[src/rtl/revsub_pkg.sv]
package revsub_pkg;
    typedef enum logic [2:0] {
        ST_IDLE,
        ST_FETCH,
        ST_DECODE,
        ST_LOADB,
        ST_EXEC,
        ST_HALT
    } core_state_t;

    localparam int FETCH_LANES = 3;
endpackage

[src/rtl/revsub_flip.sv]
module revsub_flip #(
    parameter int W = 32
) (
    input  logic [W-1:0] d_i,
    output logic [W-1:0] q_o
);
    for (genvar i = 0; i < W; i++) begin : g_mirror
        assign q_o[i] = d_i[W-1-i];
    end
endmodule

[src/rtl/revsub_alu.sv]
module revsub_alu #(
    parameter int W = 32
) (
    input  logic [W-1:0] dst_val_i,
    input  logic [W-1:0] src_val_i,
    input  logic         rev_mode_i,
    output logic [W-1:0] result_o,
    output logic         take_o
);
    logic [W-1:0] dst_rev, src_rev, dst_sel, src_sel, diff, diff_rev;

    revsub_flip #(.W(W)) u_flip_dst (.d_i(dst_val_i), .q_o(dst_rev));
    revsub_flip #(.W(W)) u_flip_src (.d_i(src_val_i), .q_o(src_rev));
    revsub_flip #(.W(W)) u_flip_out (.d_i(diff),      .q_o(diff_rev));

    // Only muxes and wiring sit around the single shared subtractor.
    assign dst_sel  = rev_mode_i ? dst_rev : dst_val_i;
    assign src_sel  = rev_mode_i ? src_rev : src_val_i;
    assign diff     = dst_sel - src_sel;
    assign result_o = rev_mode_i ? diff_rev : diff;
    // The test always looks at the unreversed difference: its top bit is
    // the result's low bit in reversed mode.
    assign take_o   = (diff == '0) || diff[W-1];
endmodule

[src/rtl/revsub_core.sv]
module revsub_core #(
    parameter int W  = 32,
    parameter int AW = 10
) (
    input  logic                                  clk,
    input  logic                                  rst,
    input  logic                                  start,
    output logic                                  halted,
    output logic [AW-1:0]                         mem_addr,
    output logic                                  mem_re,
    output logic                                  mem_we,
    output logic [W-1:0]                          mem_wdata,
    input  logic [revsub_pkg::FETCH_LANES*W-1:0]  mem_rdata
);
    import revsub_pkg::*;

    localparam logic [AW-1:0] PC_STEP = AW'(FETCH_LANES);

    core_state_t   state, nstate;
    logic [AW-1:0] pc, dst_addr;
    logic [W-1:0]  jump_word, src_val, jump_abs, alu_result;
    logic          alu_take;
    logic [W-1:0]  lane0, lane1, lane2;
    logic          unused_bits;

    assign lane0 = mem_rdata[W-1:0];
    assign lane1 = mem_rdata[2*W-1:W];
    assign lane2 = mem_rdata[3*W-1:2*W];

    revsub_alu #(.W(W)) u_alu (
        .dst_val_i (lane0),
        .src_val_i (src_val),
        .rev_mode_i(jump_word[W-1]),
        .result_o  (alu_result),
        .take_o    (alu_take)
    );

    assign jump_abs    = jump_word[W-1] ? (~jump_word + 1'b1) : jump_word;
    assign unused_bits = ^{lane1[W-1:AW], jump_abs[W-1:AW]};

    // State register
    always_ff @(posedge clk) begin
        if (rst) state <= ST_IDLE;
        else     state <= nstate;
    end

    // Next-state logic
    always_comb begin
        nstate = state;
        unique case (state)
            ST_IDLE:   nstate = start ? ST_FETCH : ST_IDLE;
            ST_FETCH:  nstate = ST_DECODE;
            ST_DECODE: nstate = (lane2 == '0) ? ST_HALT : ST_LOADB;
            ST_LOADB:  nstate = ST_EXEC;
            ST_EXEC:   nstate = ST_FETCH;
            ST_HALT:   nstate = ST_HALT;
            default:   nstate = ST_IDLE;
        endcase
    end

    // Output decode
    always_comb begin
        mem_addr  = pc;
        mem_re    = 1'b0;
        mem_we    = 1'b0;
        mem_wdata = alu_result;
        unique case (state)
            ST_FETCH: begin
                mem_re   = 1'b1;
                mem_addr = pc;
            end
            ST_DECODE: begin
                mem_re   = (lane2 != '0);
                mem_addr = lane0[AW-1:0];
            end
            ST_LOADB: begin
                mem_re   = 1'b1;
                mem_addr = dst_addr;
            end
            ST_EXEC: begin
                mem_we   = 1'b1;
                mem_addr = dst_addr;
            end
            default: ;
        endcase
    end

    assign halted = (state == ST_HALT);

    // Datapath registers
    always_ff @(posedge clk) begin
        if (rst) begin
            pc        <= '0;
            dst_addr  <= '0;
            jump_word <= '0;
            src_val   <= '0;
        end else begin
            unique case (state)
                ST_DECODE: begin
                    dst_addr  <= lane1[AW-1:0];
                    jump_word <= lane2;
                end
                ST_LOADB: src_val <= lane0;
                ST_EXEC:  pc <= alu_take ? jump_abs[AW-1:0] : pc + PC_STEP;
                default: ;
            endcase
        end
    end

    p_quiet_reset_r1: assert property (@(posedge clk)
        (state == ST_IDLE) |-> (!mem_re && !mem_we && !halted));
    p_fallthrough_r2: assert property (@(posedge clk) disable iff (rst)
        (state == ST_EXEC && !alu_take) |=> (pc == $past(pc) + PC_STEP));
    p_sign_branch_r5: assert property (@(posedge clk) disable iff (rst)
        (state == ST_EXEC && !jump_word[W-1] && alu_take)
            |-> (alu_result == '0 || alu_result[W-1]));
    p_odd_branch_r6: assert property (@(posedge clk) disable iff (rst)
        (state == ST_EXEC && jump_word[W-1] && alu_take)
            |-> (alu_result == '0 || alu_result[0]));
    p_halt_sticky_r7: assert property (@(posedge clk) disable iff (rst)
        halted |=> (halted && !mem_re && !mem_we));
    p_write_then_fetch_r8: assert property (@(posedge clk) disable iff (rst)
        mem_we |=> (state == ST_FETCH && mem_re && !mem_we));
    p_jump_target_r9: assert property (@(posedge clk) disable iff (rst)
        (state == ST_EXEC && alu_take) |=> (pc == $past(jump_abs[AW-1:0])));
endmodule

[config.mk]
export PLATFORM = sky130hd
export DESIGN_NAME = revsub_core
export DESIGN_NICKNAME = d
export VERILOG_FILES = /design/src/rtl/revsub_pkg.sv /design/src/rtl/revsub_flip.sv /design/src/rtl/revsub_alu.sv /design/src/rtl/revsub_core.sv
export SDC_FILE = /design/constraint.sdc
export NUM_CORES = 1
export LEC_CHECK = 0
export ABC_AREA = 1
export BUFFER_PORTS_ARGS = -buffer_cell sky130_fd_sc_hd__buf_2
export CAP_MARGIN = 20
export CORE_ASPECT_RATIO = 1.4
export CORE_MARGIN = 2
export CORE_UTILIZATION = 33
export DETAILED_ROUTE_END_ITERATION = 12
export PLACE_DENSITY_LB_ADDON = 0.08
export SLEW_MARGIN = 20
export SYNTH_ARGS = -nofsm -noshare
export SYNTH_HDL_FRONTEND = slang
export SYNTH_SLANG_ARGS = --single-unit
[constraint.sdc]
create_clock -name clk -period 12.1 [get_ports clk]
set_clock_uncertainty 0.2 [all_clocks]
set_input_delay 2.42 -clock clk [delete_from_list [all_inputs] [get_ports clk]]
set_output_delay 2.42 -clock clk [all_outputs]
set_load 0.005 [all_outputs]
== Word level (Yosys, flattened, before mapping) ==
Index checks and enable logic that the tools add are counted.

* Register bits: 87
* Bits of input ports: 99
* Output and inout bits: 45
* Word-level logic and storage cells: 32

* Add/subtract/negate cells: 3
* Equality and inequality tests: 5
* Multiplexer cells: 11
* Bitwise logic cells: 1
* Reductions and logical operators: 7

{| class="wikitable"
|+ Operator list
! kind !! number
|-
| 32-bit two-way mux || 3
|-
| 32-bit zero test || 2
|-
| 32-bit nonzero test || 1
|-
| 32-bit subtractor || 1
|-
| 10-bit two-way mux || 2
|-
| 10-bit case mux with 2 select lines || 1
|-
| 3-bit case mux with 6 select lines || 1
|-
| 10-bit by 1-bit adder with 10-bit output, second input constant || 1
|-
| 10-bit by 2-bit adder with 10-bit output, second input constant || 1
|-
| 10-bit NOT || 1
|-
| 3-bit by 2-bit equality test with 1-bit output, second input constant || 2
|-
| 3-bit equality test, second input constant || 2
|-
| 2-bit OR reduction || 2
|-
| 3-bit by 1-bit equality test with 1-bit output, second input constant || 1
|-
| 3-bit zero test || 1
|-
| 3-bit two-way mux || 1
|-
| 1-bit two-way mux || 2
|-
| 1-bit case mux with 2 select lines || 1
|-
| 1-bit logical OR || 1
|}

== Longest topological paths before layout ==
Gate-level depths: netlist of the first run.

* Depth in word-level cells: 5
* Depth in mapped cells: 28
* Depth with buffers taken out: 24

== By module ==
Synthesis of the first run repeated with hierarchy kept, for this count alone.

* Cells, all modules: 1307
* Area, all modules: 7516.0 um^2

{| class="wikitable"
|+ By module, submodules not included
! module !! times used !! cells each !! area each (um^2) !! seq. area each (um^2)
|-
| revsub_alu || 1 || 763 || 3684.8 || 0.0
|-
| revsub_core || 1 || 448 || 3110.5 || 1321.3
|-
| revsub_flip || 3 || 32 || 240.2 || 0.0
|}

== Least setup slack after synthesis of the first run ==
OpenSTA, ideal clock, no wires.

* Path kind: in2out
* Start: input mem_rdata[1] (netlist name)
* End: output mem_wdata[0]
* Arrival time: 4.194 ns
* Required time: 9.480 ns
* Path slack: 5.286 ns
* Stages: 13
* Path buffers: 1
* Cell sequence: o21ai_0 > inv_1 > ha_1 > nand3_1 > nand2_1 > nand2_1 > nand2_1 > nand3_1 > nand3_2 > a21oi_1 > xnor2_1 > buf_2 > o21ai_0

* Word-level cells in the longest chain between the ends: 3

{| class="wikitable"
|+ Ends and longest elaborated chain
! item !! RTL line !! text
|-
| start, declared || revsub_core.sv:13 || <nowiki>input logic [revsub_pkg::FETCH_LANES*W-1:0] mem_rdata</nowiki>
|-
| 32-bit two-way mux || revsub_alu.sv:17 || <nowiki>assign dst_sel = rev_mode_i ? dst_rev : dst_val_i;</nowiki>
|-
| 32-bit subtractor || revsub_alu.sv:19 || <nowiki>assign diff = dst_sel - src_sel;</nowiki>
|-
| 32-bit two-way mux || revsub_alu.sv:20 || <nowiki>assign result_o = rev_mode_i ? diff_rev : diff;</nowiki>
|-
| end, declared || revsub_core.sv:12 || <nowiki>output logic [W-1:0] mem_wdata,</nowiki>
|}

Every way passes these cells.

== Worst setup path after layout of the first run ==
* Start: input mem_rdata[1] (netlist name)
* End: output mem_wdata[31]

Same word-level chain as after synthesis.

==> results of run 1 <==
[cell usage in the layout, fill, tap and decap left out, types with 4 or more instances in the layout]
| master | netlist | layout |
|---|---|---|
| nand3_1 | 64 | 63 |
| nand3b_1 | 4 | 4 |
| nand2_1 | 391 | 391 |
| nor2_2 | 7 | 7 |
| o221ai_1 | 9 | 9 |
| clkbuf_16 | 0 | 9 |
| nor2_1 | 107 | 107 |
| buf_4 | 0 | 7 |
| inv_2 | 4 | 5 |
| ha_1 | 33 | 33 |
| nand3_2 | 5 | 6 |
| a31oi_1 | 4 | 4 |
| buf_2 | 1 | 121 |
| inv_1 | 198 | 197 |
| a211oi_1 | 51 | 51 |
| nand2_2 | 17 | 17 |
| xor2_1 | 13 | 13 |
| xnor2_1 | 8 | 8 |
| a21oi_1 | 33 | 33 |
| dfxtp_1 | 66 | 65 |
| nor3_1 | 6 | 6 |
| nor4_1 | 7 | 7 |
| nand4_1 | 8 | 8 |
| o21ai_0 | 100 | 100 |
[synthesized netlist by cell type]
master and instances:
o21ai_2 1, buf_6 2, nand3b_1 4, inv_1 198, o21ai_0 100, dfxtp_1 66, a211oi_1 51, fa_1 1
nand2_2 17, a21oi_2 2, o21bai_1 2, nand4_1 8, ha_1 33, a21oi_1 33, inv_2 4, o221ai_1 9
nor3_2 3, nor2_2 7, nor3b_1 3, xnor2_1 8, clkbuf_1 42, nand3_1 64, and2_1 3, or2_2 2
o22a_1 1, nand2_1 391, nor4_1 7, nor2_1 107, xor2_1 13, or4_1 2, nor3_1 6, nand3_2 5
buf_2 1, o21ai_1 1, a21o_1 1, a31oi_1 4, o211ai_1 2
[area by class of cell]
class | count | area (sq um)
Sequential cell | 66 | 1320
Multi-Input combinational cell | 891 | 4490
Antenna cell | 1 | 2.50
Fill cell | 2374 | 12200
Clock buffer | 11 | 243
Inverter | 202 | 758
Clock inverter | 5 | 40.0
Timing Repair Buffer | 128 | 658
Tap cell | 252 | 315
[cells by family (layout without fill, tap and decap cells)]
| family | after synthesis | count (layout) | share of synthesized area, % |
|---|---|---|---|
| other | 0 | 1 | 0 |
| XOR/XNOR | 21 | 21 | 2.72 |
| AO/OA/AOI/OAI | 207 | 207 | 18.2 |
| AND/OR/NAND/NOR | 629 | 629 | 39.1 |
| buffers and inverters | 247 | 346 | 14.0 |
| adder cells (fa/ha/maj) | 34 | 34 | 6.41 |
| flip-flops | 66 | 66 | 19.6 |
[sequential cells by signal, indices dropped and copies added, names as in the netlist]
name,flops
dst_addr,10
jump_word,11
pc,10
src_val,32
state,3
[worst min-delay path by stage]
stage / start / endpoint / slack (ns) / cells after the start
after CTS: dst_addr[0]$_SDFFE_PP0N_ / dst_addr[0]$_SDFFE_PP0N_ / 0.27 / 2
after global routing: dst_addr[9]$_SDFFE_PP0N_ / dst_addr[9]$_SDFFE_PP0N_ / 0.29 / 2
after floorplan: dst_addr[0]$_SDFFE_PP0N_ / dst_addr[0]$_SDFFE_PP0N_ / 0.24 / 2
after global placement: dst_addr[3]$_SDFFE_PP0N_ / dst_addr[3]$_SDFFE_PP0N_ / 0.25 / 2
after detailed placement: dst_addr[6]$_SDFFE_PP0N_ / dst_addr[6]$_SDFFE_PP0N_ / 0.26 / 2
final: dst_addr[6]$_SDFFE_PP0N_ / dst_addr[6]$_SDFFE_PP0N_ / 0.27 / 2
[critical path: stages]
cell     delay [ns]
buf_2          0.14
o21ai_0        0.40
inv_1          0.09
ha_1           0.33
nand3_1        0.12
nand2_1        0.11
nand2_1        0.09
nand2_1        0.12
nand3_1        0.12
nand3_2        0.10
a21oi_1        0.19
xnor2_1        0.18
buf_4          0.26
o21ai_0        0.09
buf_2          0.16
[per-stage QoR]
| stage | instance area [sq um] | util [%] | power, mW | hold WS [ns] | setup slack [ns] |
|---|---|---|---|---|---|
| floorplan | 6750 | - | 0.726 | 0.239 | 5.29 |
| global placement | 7550 | 37.7 | 0.957 | 0.253 | 4.54 |
| detailed placement | 7550 | 37.7 | 0.960 | 0.256 | 4.50 |
| CTS | 7830 | 39.2 | 1.21 | 0.268 | 4.49 |
| global route | 7830 | 39.2 | 1.32 | 0.287 | 4.27 |
| finish | 7830 | 39.2 | 1.20 | 0.266 | 4.55 |
[report_power, final]
group,switching (mW),total (mW),internal [mW]
registers,0.00701,0.239,0.232
logic,0.470,0.713,0.242
clock network,0.101,0.246,0.145
[per-layer routing]
layer | up-vias | wire length [um]
li1 | 4020 | -
met1 | 3393 | 9520
met2 | 171 | 12000
met3 | 40 | 827
met4 | 2 | 759
met5 | - | 16
==> metrics.txt, run 1 <==
Tot GR Track Use=21.2%; area delta synth->final=16.0%; end of the critical path=mem_wdata[31]; Data required, critical path=9.48 ns; initial antenna violation count=1; status=finished clean; num rows=61; Yosys cell types=37; met1 Usage GRT=24.8%; Final min period=7.55 ns; YS warnings=0; Worst setup SP type=primary input; fin nets=1,431; share of layout cells above drive strength 1=14.4%; Initial DRT Pass Iterations=5; leakage power=4.05 nW; Routed WL per cell=14.9 um; first-pass GRT wire length=37.4 mm; GRT overflow=0; Reg-to-Reg Start=jump_word[31]$_SDFFE_PP0N_; Port Buf Inserts=121; post-synth top area cell=nand2_1; Rel. slew slack=26.8%; # Post-CTS Setup Buffers=0; kind of critical path=primary input to output port; CTS Buf Count=9; DP HPWL=18.9 mm; DR vias=7,626; FF-to-FF setup slack=6.92 ns; Net Count, Synth=1,337; Vias per Instance=4.90; Ports=144; DRC viols=0; initial core utilization=33.8%; Final Wtd Congestion=0.919; Sink Count=66; busiest grt layer=met2; final setup violation count=0; Mapped Avg Cell Area=5.61 sq um; Clock Tree Buf Depth=2; FF-to-FF path depth=23; Slew Limit Fails=0; max frequency=0.132 GHz; Max Cap Violations=0; CTS tree=done; Die H=173 um; final cell count without fillers=1,556; clock latency on the worst-skew pair=0.34 ns; CP endpoint kind=output port; setup TNS=0 ns; Peak VDD IR=0.0000719 V; Synth Cell Area=6750 sq um; RR Endpoint=pc[3]$_SDFFE_PP0P_; met2 usage=39.6%; met3 usage=2.31%; Final Hold Fails=0; worst-path maximum fanout=11; Worst-path clk slew=0.06 ns; RSZ-0062 raised after global routing=false; H-tree level count=3; Root Driver=clkbuf_16; drt initial violations=396; pwr/cell area=153 nW/um^2; final wirelength=23.1 mm; Data arrival, critical path=4.93 ns; top-area cell type share of the netlist area=21.7%; worst-margin pin slew=1.09 ns; core area=20,000 sq um; post-synthesis instance total=1,204; Die X-Extent=125 um; Resize count post-CTS=0; Cells after DPL=1,539; post-route ant nets=0; vias in the first global route=7,343; pin count of the biggest net entering global routing=101; CTS Hold Bufs=0; Worst Hold Class=register to register; Final period util=62.4%; largest cells by area after synthesis=nand2_1 (22%), dfxtp_1 (20%), inv_1 (11%); Die ar.=21,600 sq um; Yosys reg bits=66; CP Launch Point=mem_rdata[1]; Seq/Total Area, Yosys=19.6%
No activity file was read; power rests on OpenSTA's default activity.
==> run 2, diff against run 1 <==
- clock period: 12.1 -> 6.97 ns (I/O delays scaled with it)
==> run 2 against run 1 <==
  * Sequential power increased by 74%
  * Global-route usage is 0.14 points higher
  * Setup slack got worse by 3.0 ns
  * Clock power increased by 72%
  * Critical path type is now register to output port
==> metrics.txt, run 2 (same netlist as run 1, synthesis figures left out) <==
Clock Tree Buf Depth=2 (unchanged); Clock power frac=20.4% (was 20.6%); CTS tree=done (unchanged); DRC viols=0 (unchanged); Die X-Extent=125 um (unchanged); DR vias=7,453 (was 7,626); P_sw=0.984 mW (was 0.579 mW); Vias per Instance=4.80 (was 4.90); Reg-to-Reg Start=jump_word[31]$_SDFFE_PP0N_ (unchanged); DP HPWL=19.1 mm (was 18.9 mm); Ports=144 (unchanged); post-route ant nets=0 (unchanged); final worst hold slack=0.268 ns (was 0.266 ns); final cell count without fillers=1,554 (was 1,556); fin nets=1,434 (was 1,431); CTS Hold Bufs=0 (unchanged); FF-to-FF path depth=19 (was 23); RSZ-0062 raised after global routing=false (unchanged); most frequent cells in the layout=nand2_1 (391), inv_1 (197), buf_2 (121) (unchanged); Die H=173 um (unchanged); Rel. slew slack=41.1% (was 26.8%); drt initial violations=368 (was 396); CTS Buf Count=9 (unchanged); Slew Limit Fails=0 (unchanged); CP endpoint kind=output port (unchanged); Worst setup SP type=register (was primary input); Area after DPL=7570 sq um (was 7550 sq um); biggest regs=src_val: 32 flops, jump_word: 11 flops (unchanged); Final period util=77.5%; worst-path maximum fanout=61 (was 11); status=finished clean (unchanged); Max Cap Violations=0 (unchanged); RR Endpoint=pc[7]$_SDFFE_PP0P_ (was pc[3]$_SDFFE_PP0P_); combinational fraction of design power=59.6% (was 59.5%); Tot GR Track Use=21.4% (was 21.2%); share of layout cells above drive strength 1=14.4% (about the same); final wirelength=23.3 mm (was 23.1 mm); vias in the first global route=7,207 (was 7,343); Data required, critical path=5.38 ns (was 9.48 ns); Final min period=5.40 ns; Initial DRT Pass Iterations=6 (was 5); clock latency on the worst-skew pair=0.33 ns (was 0.34 ns); Cells after DPL=1,542 (was 1,539); # diodes=0 (was 1); footprint of the multi-input gates=4490 sq um (unchanged); Switching Fraction=47.5% (was 48.3%); end of the critical path=mem_wdata[27] (was mem_wdata[31]); Data arrival, critical path=3.81 ns (was 4.93 ns); H-tree level count=3 (unchanged); kind of critical path=register to output port (was primary input to output port); setup TNS=0 ns (unchanged); Routed WL per cell=15.0 um (was 14.9 um); max frequency=0.185 GHz; GRT overflow=0 (unchanged); Peak VDD IR=0.000152 V (was 0.0000719 V); Seq. cell area=1320 sq um (unchanged); Port Buf Inserts=121 (unchanged); final setup violation count=0 (unchanged); max FFs per register=32 (unchanged); leakage power=4.07 nW (was 4.05 nW); Resize count post-CTS=0 (unchanged); CP Launch Point=jump_word[31]$_SDFFE_PP0N_ (was mem_rdata[1]); area delta synth->final=16.0% (about the same); largest register by flop count=src_val (unchanged); Worst-path clk slew=0.05 ns (was 0.06 ns); initial antenna violation count=1 (unchanged); Final Wtd Congestion=0.969 (was 0.919); worst slack at placement=1.49 ns (was 4.50 ns); most common library cell in the layout ignoring fill and taps=nand2_1 (unchanged); Final Hold Fails=0 (unchanged); Worst Hold Class=register to register (unchanged); Flop pwr share=20.0% (was 19.9%); num rows=61 (unchanged); Die ar.=21,600 sq um (unchanged); pwr/cell area=264 nW/um^2 (was 153 nW/um^2); FF-to-FF setup slack=2.43 ns (was 6.92 ns); initial core utilization=33.8% (unchanged); Root Driver=clkbuf_16 (unchanged); Sink Count=66 (unchanged); pin count of the biggest net entering global routing=100 (was 101); core area=20,000 sq um (unchanged); # fillers=2,336 (was 2,374); P_int=1.09 mW (was 0.619 mW); first-pass GRT wire length=37.2 mm (was 37.4 mm); final instance area=7840 sq um (was 7830 sq um); Worst Slack Setup Final=1.57 ns (was 4.55 ns); # Post-CTS Setup Buffers=0 (unchanged); worst-margin pin slew=0.883 ns (was 1.09 ns)
-- run 2: cell count changes in the layout (fill, tap and decap cells not counted) --
cell,previous run,this run
clkinvlp_4,3,0
clkinv_4,2,0
buf_4,7,10
clkbuf_1,1,0
diode_2,1,0
clkbuf_8,1,3
-- run 2: critical path, cell delays in order, from the launching register on --
cell and delay, ns:
dfxtp_2 0.32, inv_2 0.63, buf_4 0.41, o21ai_0 0.16
ha_1 0.43, nand2_1 0.16, inv_1 0.07, a21oi_1 0.26
nand2_1 0.11, a21oi_1 0.23, nand3_1 0.17, and2_1 0.22
o21ai_0 0.16, buf_2 0.14
-- run 2: layout make-up --
type | instances | share of cell area (%)
well taps | 252 | 4.02
flip-flops and latches | 66 | 16.9
inverters | 202 | 9.67
multi-input cells | 891 | 57.3
repair buffers | 131 | 8.68
clock buffers | 12 | 3.40
-- run 2: how the worst min path moves through the flow --
stage                        startpoint                        to  slack [ns]  cells after the start
2_1_floorplan  dst_addr[0]$_SDFFE_PP0N_  dst_addr[0]$_SDFFE_PP0N_        0.24                      2
3_3_place_gp   dst_addr[7]$_SDFFE_PP0N_  dst_addr[7]$_SDFFE_PP0N_        0.25                      2
3_5_place_dp   dst_addr[6]$_SDFFE_PP0N_  dst_addr[6]$_SDFFE_PP0N_        0.26                      2
4_1_cts        dst_addr[6]$_SDFFE_PP0N_  dst_addr[6]$_SDFFE_PP0N_        0.27                      2
5_1_grt        dst_addr[6]$_SDFFE_PP0N_  dst_addr[6]$_SDFFE_PP0N_        0.28                      2
6_report       dst_addr[6]$_SDFFE_PP0N_  dst_addr[6]$_SDFFE_PP0N_        0.27                      2
-- run 2: layer usage --
layer | part of all wire [%] | global-route usage [%] | routed length [um] | up-vias
li1 | - | - | - | 4022
met1 | 42 | 24.9 | 9760 | 3240
met2 | 51 | 39.8 | 12000 | 156
met3 | 3.5 | 2.41 | 810 | 33
met4 | 3.1 | 8.15 | 722 | 2
met5 | 0.056 | 0 | 13 | -
-- run 2: metrics by stage --
step	util, %	total power [mW]
6_report	39.2	2.07
5_1_grt	39.2	2.27
4_1_cts	39.2	2.10
3_5_place_dp	37.9	1.67
3_3_place_gp	37.9	1.66
2_1_floorplan	-	1.26
-- run 2: power by group through the flow --
stage | Sequential, mW | Combinational, mW | Clock, mW
floorplan | 0.420 | 0.841 | 0
global placement | 0.423 | 1.24 | 0
detailed placement | 0.423 | 1.24 | 0
CTS | 0.415 | 1.25 | 0.434
global route | 0.418 | 1.40 | 0.448
finish | 0.415 | 1.23 | 0.422
==> run 3, diff against run 2 <==
- clock period: 6.97 -> 5.3 ns (I/O delays scaled with it)
==> run 3 against run 2 <==
  * Sequential share of layout area decreased by 0.14 points
  * First-iteration DRC count decreased by 6.3%
  * Register-to-register slack got worse by 1.5 ns
==> metrics.txt, run 3 (same netlist as run 1, synthesis figures left out) <==
status=finished clean (unchanged); Routed WL per cell=14.9 um (was 15.0 um); Rel. slew slack=38.1% (was 41.1%); biggest regs=src_val: 32 flops, jump_word: 11 flops (unchanged); Sink Count=66 (unchanged); pin count of the biggest net entering global routing=100 (unchanged); Peak VDD IR=0.000150 V (was 0.000152 V); # Post-CTS Setup Buffers=0 (unchanged); worst-margin pin slew=0.929 ns (was 0.883 ns); DRC viols=0 (unchanged); max frequency=0.205 GHz; num rows=61 (unchanged); Port Buf Inserts=121 (unchanged); max FFs per register=32 (unchanged); FF-to-FF setup slack=0.90 ns (was 2.43 ns); share of layout cells above drive strength 1=14.8% (was 14.4%); Die X-Extent=125 um (unchanged); Initial DRT Pass Iterations=5 (was 6); Max Cap Violations=0 (unchanged); final wirelength=23.2 mm (was 23.3 mm); initial antenna violation count=0 (was 1); Worst Hold Class=register to register (unchanged); Worst setup SP type=register (unchanged); leakage power=4.09 nW (was 4.07 nW); most common library cell in the layout ignoring fill and taps=nand2_1 (unchanged); worst slack at placement=0.545 ns (was 1.49 ns); worst-path maximum fanout=62 (was 61); drt initial violations=345 (was 368); Data arrival, critical path=3.62 ns (was 3.81 ns); GRT overflow=0 (unchanged); final setup violation count=0 (unchanged); Clock power frac=21.9% (was 20.4%); Vias per Instance=4.82 (was 4.80); most frequent cells in the layout=nand2_1 (391), inv_1 (197), buf_2 (121) (unchanged); CTS Hold Bufs=0 (unchanged); Worst Slack Setup Final=0.421 ns (was 1.57 ns); Flop pwr share=19.5% (was 20.0%); Tot GR Track Use=21.4% (about the same); DR vias=7,518 (was 7,453); pwr/cell area=354 nW/um^2 (was 264 nW/um^2); Root Driver=clkbuf_16 (unchanged); first-pass GRT wire length=37.3 mm (was 37.2 mm); FF-to-FF path depth=22 (was 19); Die H=173 um (unchanged); area delta synth->final=17.0% (was 16.0%); vias in the first global route=7,279 (was 7,207); combinational fraction of design power=58.6% (was 59.6%); Final period util=92.1%; Resize count post-CTS=0 (unchanged); Die ar.=21,600 sq um (unchanged); Final Hold Fails=0 (unchanged); initial core utilization=33.8% (unchanged); Ports=144 (unchanged); RSZ-0062 raised after global routing=false (unchanged); Switching Fraction=47.3% (was 47.5%); Slew Limit Fails=0 (unchanged); CP endpoint kind=output port (unchanged); P_sw=1.32 mW (was 0.984 mW); post-route ant nets=0 (unchanged); Worst-path clk slew=0.06 ns (was 0.05 ns); Final min period=4.88 ns; total design power=2.79 mW (was 2.07 mW); H-tree level count=3 (unchanged); fin nets=1,436 (was 1,434); # diodes=0 (unchanged); final core occ=39.5% (was 39.2%); P_int=1.47 mW (was 1.09 mW); kind of critical path=register to output port (unchanged); clock latency on the worst-skew pair=0.34 ns (was 0.33 ns); Hold Crit Depth=2 (unchanged); DP HPWL=19.2 mm (was 19.1 mm); core area=20,000 sq um (unchanged); CTS Buf Count=9 (unchanged); setup TNS=0 ns (unchanged); Data required, critical path=4.04 ns (was 5.38 ns); Clock Tree Buf Depth=2 (unchanged); CTS tree=done (unchanged); Final Wtd Congestion=0.939 (was 0.969); largest register by flop count=src_val (unchanged)
[run 3: power by group through the flow]
| stage | registers (mW) | logic [mW] | clock network (mW) |
|---|---|---|---|
| floorplan | 0.552 | 1.11 | 0 |
| global placement | 0.556 | 1.64 | 0 |
| detailed placement | 0.557 | 1.65 | 0 |
| CTS | 0.546 | 1.65 | 0.628 |
| global route | 0.550 | 1.87 | 0.647 |
| finish | 0.546 | 1.64 | 0.611 |
[run 3: worst paths after layout]
check,start,endpoint
hold / removal,dst_addr[1]$_SDFFE_PP0N_,dst_addr[1]$_SDFFE_PP0N_
setup / recovery,jump_word[31]$_SDFFE_PP0N_,mem_wdata[0]
setup reg to reg,jump_word[31]$_SDFFE_PP0N_,pc[3]$_SDFFE_PP0P_
hold reg to reg,dst_addr[1]$_SDFFE_PP0N_,dst_addr[1]$_SDFFE_PP0N_
[run 3: layout make-up]
class	instances	area [sq um]
clock buffers	10	239
flip-flops and latches	66	1320
inverters	202	758
well taps	252	315
repair buffers	133	708
multi-input cells	891	4490
clock inverters	6	66.3
fillers	2342	12100
[run 3: per-stage QoR]
stage	hold slack (ns)	instance area, sq um	std cells
floorplan	0.239	6750	1204
global placement	0.255	7600	1544
detailed placement	0.257	7600	1544
global route	0.286	7900	1560
CTS	0.270	7900	1560
finish	0.266	7900	1560
[run 3: worst max-delay path: stages (launching register included)]
cell and delay [ns]:
dfxtp_2 0.34, inv_2 0.65, o21ai_0 0.23, ha_1 0.41, nand2_1 0.20, inv_1 0.06
a21oi_1 0.21, nor2_1 0.07, nor2_1 0.20, nand3_2 0.13, a21oi_1 0.23, xnor2_1 0.22
o21ai_0 0.13, buf_2 0.17
[run 3: metal layers]
layer	part of all wire (%)	GRT usage [%]	vias to the layer above
met5	0	0	-
li1	-	-	4046
met2	51	40.0	179
met1	42	24.7	3256
met4	3.3	7.73	0
met3	3.8	2.78	37
